### src/rtl/mdio_master_pkg.sv
package mdio_master_pkg;
  localparam int ADDR_W    = 5;
  localparam int DATA_BITS = 16;
  localparam int PRE_BITS  = 32;
  localparam int HDR_BITS  = 4 + 2 * ADDR_W;
  localparam int TRL_BITS  = 2;
  localparam int FRAME_W   = PRE_BITS + HDR_BITS + 2 + DATA_BITS + TRL_BITS;
  localparam int IDX_W     = $clog2(FRAME_W + 1);
  localparam int ACK_IDX   = PRE_BITS + HDR_BITS;

  localparam logic [1:0] CODE_SOF = 2'b01;
  localparam logic [1:0] CODE_RD  = 2'b10;
  localparam logic [1:0] CODE_WR  = 2'b01;
  localparam logic [1:0] CODE_TA  = 2'b10;

  typedef enum logic [0:0] {
    ST_IDLE = 1'b0,
    ST_RUN  = 1'b1
  } seq_state_e;
endpackage

### src/rtl/mdc_clkgen.sv
module mdc_clkgen #(
  parameter int HALF_DIV = 2
) (
  input  logic clk,
  input  logic rst_n,
  input  logic run_i,
  output logic mdc_o,
  output logic rise_o,
  output logic fall_o
);
  localparam int CW = $clog2(HALF_DIV + 1);

  logic [CW-1:0] cnt_q, cnt_d;
  logic          mdc_q, mdc_d;
  logic          tick;

  assign tick = run_i && (cnt_q == CW'(HALF_DIV - 1));

  always_comb begin
    cnt_d = cnt_q;
    mdc_d = mdc_q;
    if (!run_i) begin
      cnt_d = '0;
      mdc_d = 1'b0;
    end else if (tick) begin
      cnt_d = '0;
      mdc_d = ~mdc_q;
    end else begin
      cnt_d = cnt_q + CW'(1);
    end
  end

  always_ff @(posedge clk or negedge rst_n) begin
    if (!rst_n) begin
      cnt_q <= '0;
      mdc_q <= 1'b0;
    end else begin
      cnt_q <= cnt_d;
      mdc_q <= mdc_d;
    end
  end

  assign mdc_o  = mdc_q;
  assign rise_o = tick & ~mdc_q;
  assign fall_o = tick & mdc_q;

  // clock parked low once the sequencer stops
  assert_mdc_idle_low_R7: assert property (@(posedge clk) disable iff (!rst_n)
    !run_i |=> !mdc_q);
endmodule

### src/rtl/mdio_tx_seq.sv
module mdio_tx_seq
  import mdio_master_pkg::*;
(
  input  logic              clk,
  input  logic              rst_n,
  input  logic              start_i,
  input  logic              wr_i,
  input  logic [ADDR_W-1:0] phy_i,
  input  logic [ADDR_W-1:0] reg_i,
  input  logic [DATA_BITS-1:0] wdata_i,
  input  logic              fall_i,
  input  logic              mdc_i,
  output logic              run_o,
  output logic              mdio_o,
  output logic              oe_o,
  output logic [IDX_W-1:0]  idx_o,
  output logic              wr_o,
  output logic              last_fall_o,
  output logic              done_o
);
  localparam int TAIL_W = FRAME_W - PRE_BITS - HDR_BITS;

  seq_state_e         state_q, state_d;
  logic [FRAME_W-1:0] sr_q, sr_d;
  logic [IDX_W-1:0]   idx_q, idx_d, idx_nx, last_idx;
  logic               wr_q, wr_d;
  logic               oe_q, oe_d;
  logic               done_q, done_d;
  logic               released;

  assign last_idx    = wr_q ? IDX_W'(FRAME_W - 1) : IDX_W'(FRAME_W - 2);
  assign last_fall_o = (state_q == ST_RUN) && fall_i && (idx_q == last_idx);
  assign idx_nx      = idx_q + IDX_W'(1);
  assign released    = (idx_nx >= IDX_W'(ACK_IDX)) &&
                       (idx_nx <= IDX_W'(ACK_IDX + DATA_BITS));

  always_comb begin
    state_d = state_q;
    sr_d    = sr_q;
    idx_d   = idx_q;
    wr_d    = wr_q;
    oe_d    = oe_q;
    done_d  = 1'b0;
    case (state_q)
      ST_IDLE: begin
        if (start_i) begin
          state_d = ST_RUN;
          idx_d   = '0;
          wr_d    = wr_i;
          oe_d    = 1'b1;
          if (wr_i)
            sr_d = {{PRE_BITS{1'b1}}, CODE_SOF, CODE_WR, phy_i, reg_i,
                    CODE_TA, wdata_i, {TRL_BITS{1'b0}}};
          else
            sr_d = {{PRE_BITS{1'b1}}, CODE_SOF, CODE_RD, phy_i, reg_i,
                    {TAIL_W{1'b0}}};
        end
      end
      ST_RUN: begin
        if (fall_i) begin
          if (idx_q == last_idx) begin
            state_d = ST_IDLE;
            oe_d    = 1'b0;
            done_d  = 1'b1;
          end else begin
            idx_d = idx_nx;
            sr_d  = {sr_q[FRAME_W-2:0], 1'b0};
            oe_d  = wr_q || !released;
          end
        end
      end
      default: state_d = ST_IDLE;
    endcase
  end

  always_ff @(posedge clk or negedge rst_n) begin
    if (!rst_n) begin
      state_q <= ST_IDLE;
      sr_q    <= '0;
      idx_q   <= '0;
      wr_q    <= 1'b0;
      oe_q    <= 1'b0;
      done_q  <= 1'b0;
    end else begin
      state_q <= state_d;
      sr_q    <= sr_d;
      idx_q   <= idx_d;
      wr_q    <= wr_d;
      oe_q    <= oe_d;
      done_q  <= done_d;
    end
  end

  assign run_o  = (state_q == ST_RUN);
  assign mdio_o = sr_q[FRAME_W-1];
  assign oe_o   = oe_q;
  assign idx_o  = idx_q;
  assign wr_o   = wr_q;
  assign done_o = done_q;

  // a write never releases the line
  assert_write_drives_R3: assert property (@(posedge clk) disable iff (!rst_n)
    (state_q == ST_RUN && wr_q) |-> oe_q);
  // data bit held while the clock is high
  assert_mdio_held_R7: assert property (@(posedge clk) disable iff (!rst_n)
    mdc_i |-> $stable(sr_q[FRAME_W-1]));
  // completion strobe lasts one cycle
  assert_done_pulse_R8: assert property (@(posedge clk) disable iff (!rst_n)
    done_q |=> !done_q);
  // start while running does not retarget the frame
  assert_busy_start_ignored_R9: assert property (@(posedge clk) disable iff (!rst_n)
    (state_q == ST_RUN && start_i) |=> $stable(wr_q));
endmodule

### src/rtl/mdio_rx_capture.sv
module mdio_rx_capture
  import mdio_master_pkg::*;
(
  input  logic                 clk,
  input  logic                 rst_n,
  input  logic                 rise_i,
  input  logic                 rd_act_i,
  input  logic                 wr_i,
  input  logic [IDX_W-1:0]     idx_i,
  input  logic                 mdio_i,
  input  logic                 last_fall_i,
  output logic [DATA_BITS-1:0] rdata_o,
  output logic                 fail_o
);
  logic                 ack_q, ack_d;
  logic [DATA_BITS-1:0] sh_q, sh_d;
  logic [DATA_BITS-1:0] rdata_q, rdata_d;
  logic                 fail_q, fail_d;
  logic                 in_data;

  assign in_data = (idx_i >= IDX_W'(ACK_IDX + 1)) &&
                   (idx_i <= IDX_W'(ACK_IDX + DATA_BITS));

  always_comb begin
    ack_d   = ack_q;
    sh_d    = sh_q;
    rdata_d = rdata_q;
    fail_d  = fail_q;
    if (rise_i && rd_act_i) begin
      if (idx_i == IDX_W'(ACK_IDX))
        ack_d = mdio_i;
      else if (in_data)
        sh_d = {sh_q[DATA_BITS-2:0], mdio_i};
    end
    if (last_fall_i) begin
      if (wr_i) begin
        fail_d = 1'b0;
      end else begin
        fail_d  = ack_q;
        rdata_d = ack_q ? '0 : sh_q;
      end
    end
  end

  always_ff @(posedge clk or negedge rst_n) begin
    if (!rst_n) begin
      ack_q   <= 1'b0;
      sh_q    <= '0;
      rdata_q <= '0;
      fail_q  <= 1'b0;
    end else begin
      ack_q   <= ack_d;
      sh_q    <= sh_d;
      rdata_q <= rdata_d;
      fail_q  <= fail_d;
    end
  end

  assign rdata_o = rdata_q;
  assign fail_o  = fail_q;

  // results move only at the end of a frame
  assert_result_hold_R8: assert property (@(posedge clk) disable iff (!rst_n)
    !last_fall_i |=> ($stable(fail_q) && $stable(rdata_q)));
  // failure raised only by a read frame
  assert_fail_from_read_R5: assert property (@(posedge clk) disable iff (!rst_n)
    $rose(fail_q) |-> !wr_i);
endmodule

### src/rtl/mdio_frame_master.sv
module mdio_frame_master
  import mdio_master_pkg::*;
#(
  parameter int HALF_DIV = 2
) (
  input  logic        clk,
  input  logic        rst_n,
  input  logic        start_i,
  input  logic        wr_i,
  input  logic [4:0]  phy_addr_i,
  input  logic [4:0]  reg_addr_i,
  input  logic [15:0] wdata_i,
  input  logic        mdio_i,
  output logic        mdc_o,
  output logic        mdio_o,
  output logic        mdio_oe_o,
  output logic        done_o,
  output logic [15:0] rdata_o,
  output logic        ack_fail_o
);
  logic [1:0]       rst_sync_q;
  logic             core_rst_n;
  logic             run, rise, fall, mdc;
  logic             wr_cur, last_fall;
  logic [IDX_W-1:0] idx;

  always_ff @(posedge clk or negedge rst_n) begin
    if (!rst_n) rst_sync_q <= 2'b00;
    else        rst_sync_q <= {rst_sync_q[0], 1'b1};
  end
  assign core_rst_n = rst_sync_q[1];

  mdc_clkgen #(.HALF_DIV(HALF_DIV)) u_clkgen (
    .clk    (clk),
    .rst_n  (core_rst_n),
    .run_i  (run),
    .mdc_o  (mdc),
    .rise_o (rise),
    .fall_o (fall)
  );

  mdio_tx_seq u_seq (
    .clk         (clk),
    .rst_n       (core_rst_n),
    .start_i     (start_i),
    .wr_i        (wr_i),
    .phy_i       (phy_addr_i),
    .reg_i       (reg_addr_i),
    .wdata_i     (wdata_i),
    .fall_i      (fall),
    .mdc_i       (mdc),
    .run_o       (run),
    .mdio_o      (mdio_o),
    .oe_o        (mdio_oe_o),
    .idx_o       (idx),
    .wr_o        (wr_cur),
    .last_fall_o (last_fall),
    .done_o      (done_o)
  );

  mdio_rx_capture u_cap (
    .clk         (clk),
    .rst_n       (core_rst_n),
    .rise_i      (rise),
    .rd_act_i    (run & ~wr_cur),
    .wr_i        (wr_cur),
    .idx_i       (idx),
    .mdio_i      (mdio_i),
    .last_fall_i (last_fall),
    .rdata_o     (rdata_o),
    .fail_o      (ack_fail_o)
  );

  assign mdc_o = mdc;
endmodule

### config.mk
export PLATFORM = sky130hd
export DESIGN_NAME = mdio_frame_master
export DESIGN_NICKNAME = d
export VERILOG_FILES = /design/src/rtl/mdio_master_pkg.sv /design/src/rtl/mdc_clkgen.sv /design/src/rtl/mdio_tx_seq.sv /design/src/rtl/mdio_rx_capture.sv /design/src/rtl/mdio_frame_master.sv
export SDC_FILE = /design/constraint.sdc
export NUM_CORES = 1
export LEC_CHECK = 0
export BUFFER_PORTS_ARGS = -buffer_cell sky130_fd_sc_hd__buf_2
export CORE_MARGIN = 4
export CORE_UTILIZATION = 50
export DETAILED_ROUTE_END_ITERATION = 8
export PLACE_DENSITY = 0.82
export SLEW_MARGIN = 20
export SYNTH_ARGS = -nofsm -noshare
export SYNTH_HDL_FRONTEND = slang
export SYNTH_SLANG_ARGS = --single-unit
### constraint.sdc
create_clock -name clk -period 3.45 [get_ports clk]
set_clock_uncertainty 0.1 [all_clocks]
set_input_delay 0.1725 -clock clk [delete_from_list [all_inputs] [get_ports clk]]
set_output_delay 0.1725 -clock clk [all_outputs]
set_load 0.01 [all_outputs]
# After elaboration in Yosys (flattened, before gate mapping)

Index checks and enable logic that the tools add are counted.

Add/sub/neg operators: 2
Magnitude comparators: 4
Eq/ne operators: 7
Mux-type cells: 27
Bitwise gates (word level): 7
Reduce and logical (&&, ||, !) cells: 14

Operators with widths:

| cell                  | number |
|---|---|
| $mux W66              | 3 |
| $pmux W66 S2          | 1 |
| $mux W32              | 1 |
| $mux W7               | 3 |
| $mux W16              | 1 |
| $ge A7 B6 Y1 const B  | 2 |
| $le A7 B6 Y1 const B  | 2 |
| $pmux W7 S2           | 1 |
| $mux W1               | 13 |
| $reduce_and A2 Y1     | 4 |
| $add A7 B1 Y7 const B | 1 |
| $eq A7 B6 Y1 const B  | 1 |
| $eq A7 B7 Y1          | 1 |
| $logic_and A1 B1 Y1   | 6 |
| $ne A2 B2 Y1 const B  | 3 |
| $reduce_and A3 Y1     | 2 |
| $mux W2               | 2 |
| $not A1 Y1            | 4 |
| $pmux W1 S2           | 2 |
| $and A1 B1 Y1         | 3 |
| $add A2 B1 Y2 const B | 1 |
| $eq A2 B1 Y1 const B  | 1 |
| $ne A2 B1 Y1 const B  | 1 |
| $logic_not A1 Y1      | 1 |
| $logic_or A1 B1 Y1    | 1 |

Register bits after elaboration: 116
Output and inout port bits: 21
Logic and storage cells: 74

# Depth between registers and ports, before layout

Word-level depth: 8
Mapped depth: 8
Depth with buffers taken out: 6

# By module

From an unflattened synthesis, not the netlist that was laid out.

Cells, all modules: 419
Area, all modules: 4874.7 µm²

By module, submodules not included:

| module            | times used | cells each | area an instance (µm²) |
|---|---|---|---|
| mdio_tx_seq       | 1          | 290        | 3260.6 |
| mdio_rx_capture   | 1          | 114        | 1421.4 |
| mdc_clkgen        | 1          | 11         | 125.1 |
| mdio_frame_master | 1          | 4          | 67.6 |

# Worst setup path after synthesis

OpenSTA, ideal clock, no wires.

Kind: register -> register
Start: register u_seq.idx_q[1] (netlist: u_seq.idx_o[1])
End: register u_cap.sh_q[0]
Setup time: 125 ps
Data arrival time: 1753 ps
Data required time: 3225 ps
Slack: 1472 ps
Cell stages (with the launch flop): 8
Path buffers: 1
Period minus slack after synthesis: 1978 ps
Cells stage by stage: dfrtp_1 ha_1 a21oi_1 nor3_1 nor2_1 nor3_4 buf_12 mux2_4

Cells in the longest elaborated chain, start to end: 3
Elaborated cells on any way between the ends: 6

Ends and longest elaborated chain:

| element                                                  | line                  | RTL |
|---|---|---|
| start, declared                                          | mdio_tx_seq.sv:25     | `logic [IDX_W-1:0] idx_q, idx_d, idx_nx, last_idx;` |
| start signal, assigned                                   | mdio_tx_seq.sv:87     | `idx_q <= idx_d;` |
| $ge A7 B6 Y1 (tied with other cells)                     | mdio_rx_capture.sv:21 | `assign in_data = (idx_i >= IDX_W'(ACK_IDX + 1)) &&` |
| $logic_and A1 B1 Y1 / $not A1 Y1 (equally long branches) | --                    |  |
| $reduce_and A3 Y1 (no source line) (*)                   | --                    |  |
| end signal, assigned                                     | mdio_rx_capture.sv:48 | `sh_q <= '0;` |
| end signal, assigned                                     | mdio_rx_capture.sv:53 | `sh_q <= sh_d;` |
| end, declared                                            | mdio_rx_capture.sv:16 | `logic [DATA_BITS-1:0] sh_q, sh_d;` |

Every way passes the cells marked *; elsewhere a longest branch is shown, timed or not.
A chain may end at the register's enable or synchronous reset.

# Worst setup path in the final report

Start: register u_seq.idx_q[1] (netlist: u_seq.idx_o[1])
End: register u_cap.sh_q[11]

Same word-level chain as after synthesis.

==> run summary <==
Outcome -> finished, final reports clean
Clock buffer depth -> 2
Global-route wire length before repair -> 18,200 um
Slew @ Worst Pin -> 0.940 ns
Arrival @ worst endpoint -> 2.79 ns
Buffers added on ports -> 51
FF+latch area -> 2860 um2
Die ar. -> 11,500 um2
Startpoint types -> flip-flop
Largest cells by area after synthesis -> dfrtp_1, nand2_1, o21ai_0
Synth-to-Final Area Change -> 24.9%
Most used DFF post-synth -> dfrtp_1
Cell accounting for the most synthesized area -> dfrtp_1
CP Cell Sequence -> ha_1 -> a21oi_1 -> nor3_1 -> nor2_1 -> nor3_4 -> mux2_2
CP Class -> reg -> reg
DPL Wire Length -> 6400 um
CP Max Fanout -> 16
DR iter-0 viols -> 307
CP bufs+invs -> 0
TritonCTS clock tree -> built
Largest net degree at the start of global routing -> 64
Async S/R FF share, synth -> 100%
FF+latch count, synth -> 114
Vias -> 3,804
Antenna cell count -> 0
H-tree lvl count -> 4
Multi-input logic area -> 1890 um2
Final ANT Viol Nets -> 0
Clock buffer count from CTS -> 17
RSZ-0062 raised after global routing -> no
Grt ovf -> 0
Critical path's top delay family -> simple AND/OR/NAND/NOR gates
Share of cells above drive strength 1 -> 19.7%
Final net count -> 601
Critical Path Max Stage Delay -> 0.71 ns
Die Width -> 107 um
Core area -> 9420 um2
Top cell type's share of synthesized area -> 58.0%
Worst Path Required -> 3.74 ns
Most frequent cells in the layout -> nand2_1, dfrtp_1, o21ai_0, buf_2, nor2_1
Synth Instances -> 490
Peak VDD IR -> 0.591 mV
Leakage -> 2.97 nW
Most common cell after layout, fill and taps aside -> nand2_1
Minimum clock period -> 2.50 ns
Clk root buf -> clkbuf_8
Antenna violations before repair -> 0
Ys Warns -> 0
I/O pin total -> 52
Max capacitance violation total -> 0
EDFF count, synth -> 0
CP Capture Type -> flip-flop
Worst-Skew Late Latency -> 0.51 ns
Setup TNS Final -> 0 ns
Clk pin slew, worst setup/hold paths -> 0.06 ns
Area after DPL -> 5220 um2
Drt wl/cell -> 15.3 um
Number of fill cells -> 713
Worst Hold Class -> reg -> reg
Clock sink count -> 114
Netlist Area Pre-Place -> 4910 um2
CP max-delay cell -> nor3_4
Syn nets -> 524
# rows -> 35
Pins Over Slew Limit -> 0
Synth cell types -> 41
Seq/Total Area, Yosys -> 58.0%
Final-report hold violation count -> 0
Max_slew headroom -> 37.2%
Power Density -> 779 nW/um2
GRT Total Usage -> 20.1%
Vias in the first global route -> 3,828
1st-pass router iterations -> 5
Starting Density -> 52.2%
RD Place Congestion -> 0.881
CTS resizes -> 0
Die height -> 107 um
Tcrit/Tclk final -> 72.4%
Average size of a mapped cell -> 10.0 um2
Fin area -> 6140 um2
Final setup violating endpoints -> 0
Via density -> 5.37
Final wirelength -> 10,900 um
Fmax achieved -> 401 MHz
# DRC -> 0
## cells in the mapped netlist, drive strengths merged (2+ instances only)
library cell,instances
o21ai,74
a21oi,8
nand4b,3
nor2,42
nand2b,5
mux2,17
ha,3
nor2b,3
and2,4
nand2,129
dfrtp,114
mux2i,10
nor3,4
buf,17
a31oi,2
inv,3
nor4b,2
nand3,7
a221oi,15
xnor2,4
clkbuf,14
## worst reg2reg max path, stage by stage (launching register included)
cell and delay, ns:
dfrtp_1 0.53, ha_1 0.32, a21oi_1 0.06, nor3_1 0.15
nor2_1 0.09, nor3_4 0.71, mux2_2 0.43
## kinds of logic (layout without fill, tap and decap cells)
family	after synthesis	count (layout)	synth area share [%]
compound gates	101	101	11.7
xor+xnor	5	5	0.891
fa+ha+maj	3	3	0.764
buf+inv	35	125	3.64
flops	114	114	58.0
mux	27	27	6.70
other cells	1	1	0.0763
simple gates	204	204	18.2
## flip-flops by register name (all words and copies together) (netlist names), 2 cells and up
signal and count:
rst_sync_q 2, u_cap.rdata_o 16, u_cap.sh_q 16, u_clkgen.cnt_q 2, u_seq.idx_o 7, u_seq.sr_q 64
## through the flow
step	cells	hold WS, ns	util [%]	power (mW)	setup slack, ns
6_report	709	0.254	65.2	4.78	0.953
5_1_grt	709	0.289	65.2	5.06	0.777
4_1_cts	709	0.261	65.2	4.78	0.975
3_5_place_dp	646	-0.140	55.5	2.96	0.990
3_3_place_gp	646	-0.143	55.5	2.88	1.09
2_1_floorplan	490	-0.223	-	2.73	1.44
## repair_timing
action	CTS	global route
setup buffers	0	0
hold endpoints to repair	33	0
hold buffers	31	0
## path summary, 6_finish.rpt
kind	from	end	cells after the start	slack (ns)
min	rst_sync_q[0]	rst_sync_q[1]	0	0.25
max	u_seq.idx_o[1]	u_cap.sh_q[11]	6	0.95
max reg2reg	u_seq.idx_o[1]	u_cap.sh_q[11]	6	0.95
max in group asynchronous	rst_sync_q[1]	u_cap.rdata_o[4]	1	2.05
min reg2reg	rst_sync_q[0]	rst_sync_q[1]	0	0.25
min in group asynchronous	rst_sync_q[1]	u_seq.sr_q[6]	0	0.32
## power by group
group	leakage (nW)	internal (mW)	switching, mW
clock network	0.298	1.17	0.590
logic	1.20	0.385	0.644
registers	1.47	1.71	0.283
total	2.97	3.27	1.52
## layout make-up
| cell class | instances | share of cell area (%) |
|---|---|---|
| Timing Repair Buffer | 89 | 10.1 |
| Clock buffer | 23 | 7.76 |
| Clock inverter | 9 | 2.06 |
| Inverter | 4 | 0.245 |
| Multi-Input combinational cell | 341 | 30.7 |
| Sequential cell | 114 | 46.5 |
| Tap cell | 129 | 2.63 |
## layer usage
layer	vias up	routed length [um]	global-route usage [%]
met2	106	5650	33.3
met5	-	0	0
met4	0	165	6.67
li1	1808	-	-
met3	18	516	5.78
met1	1872	4550	25.3
(Power assumes the default switching activity.)
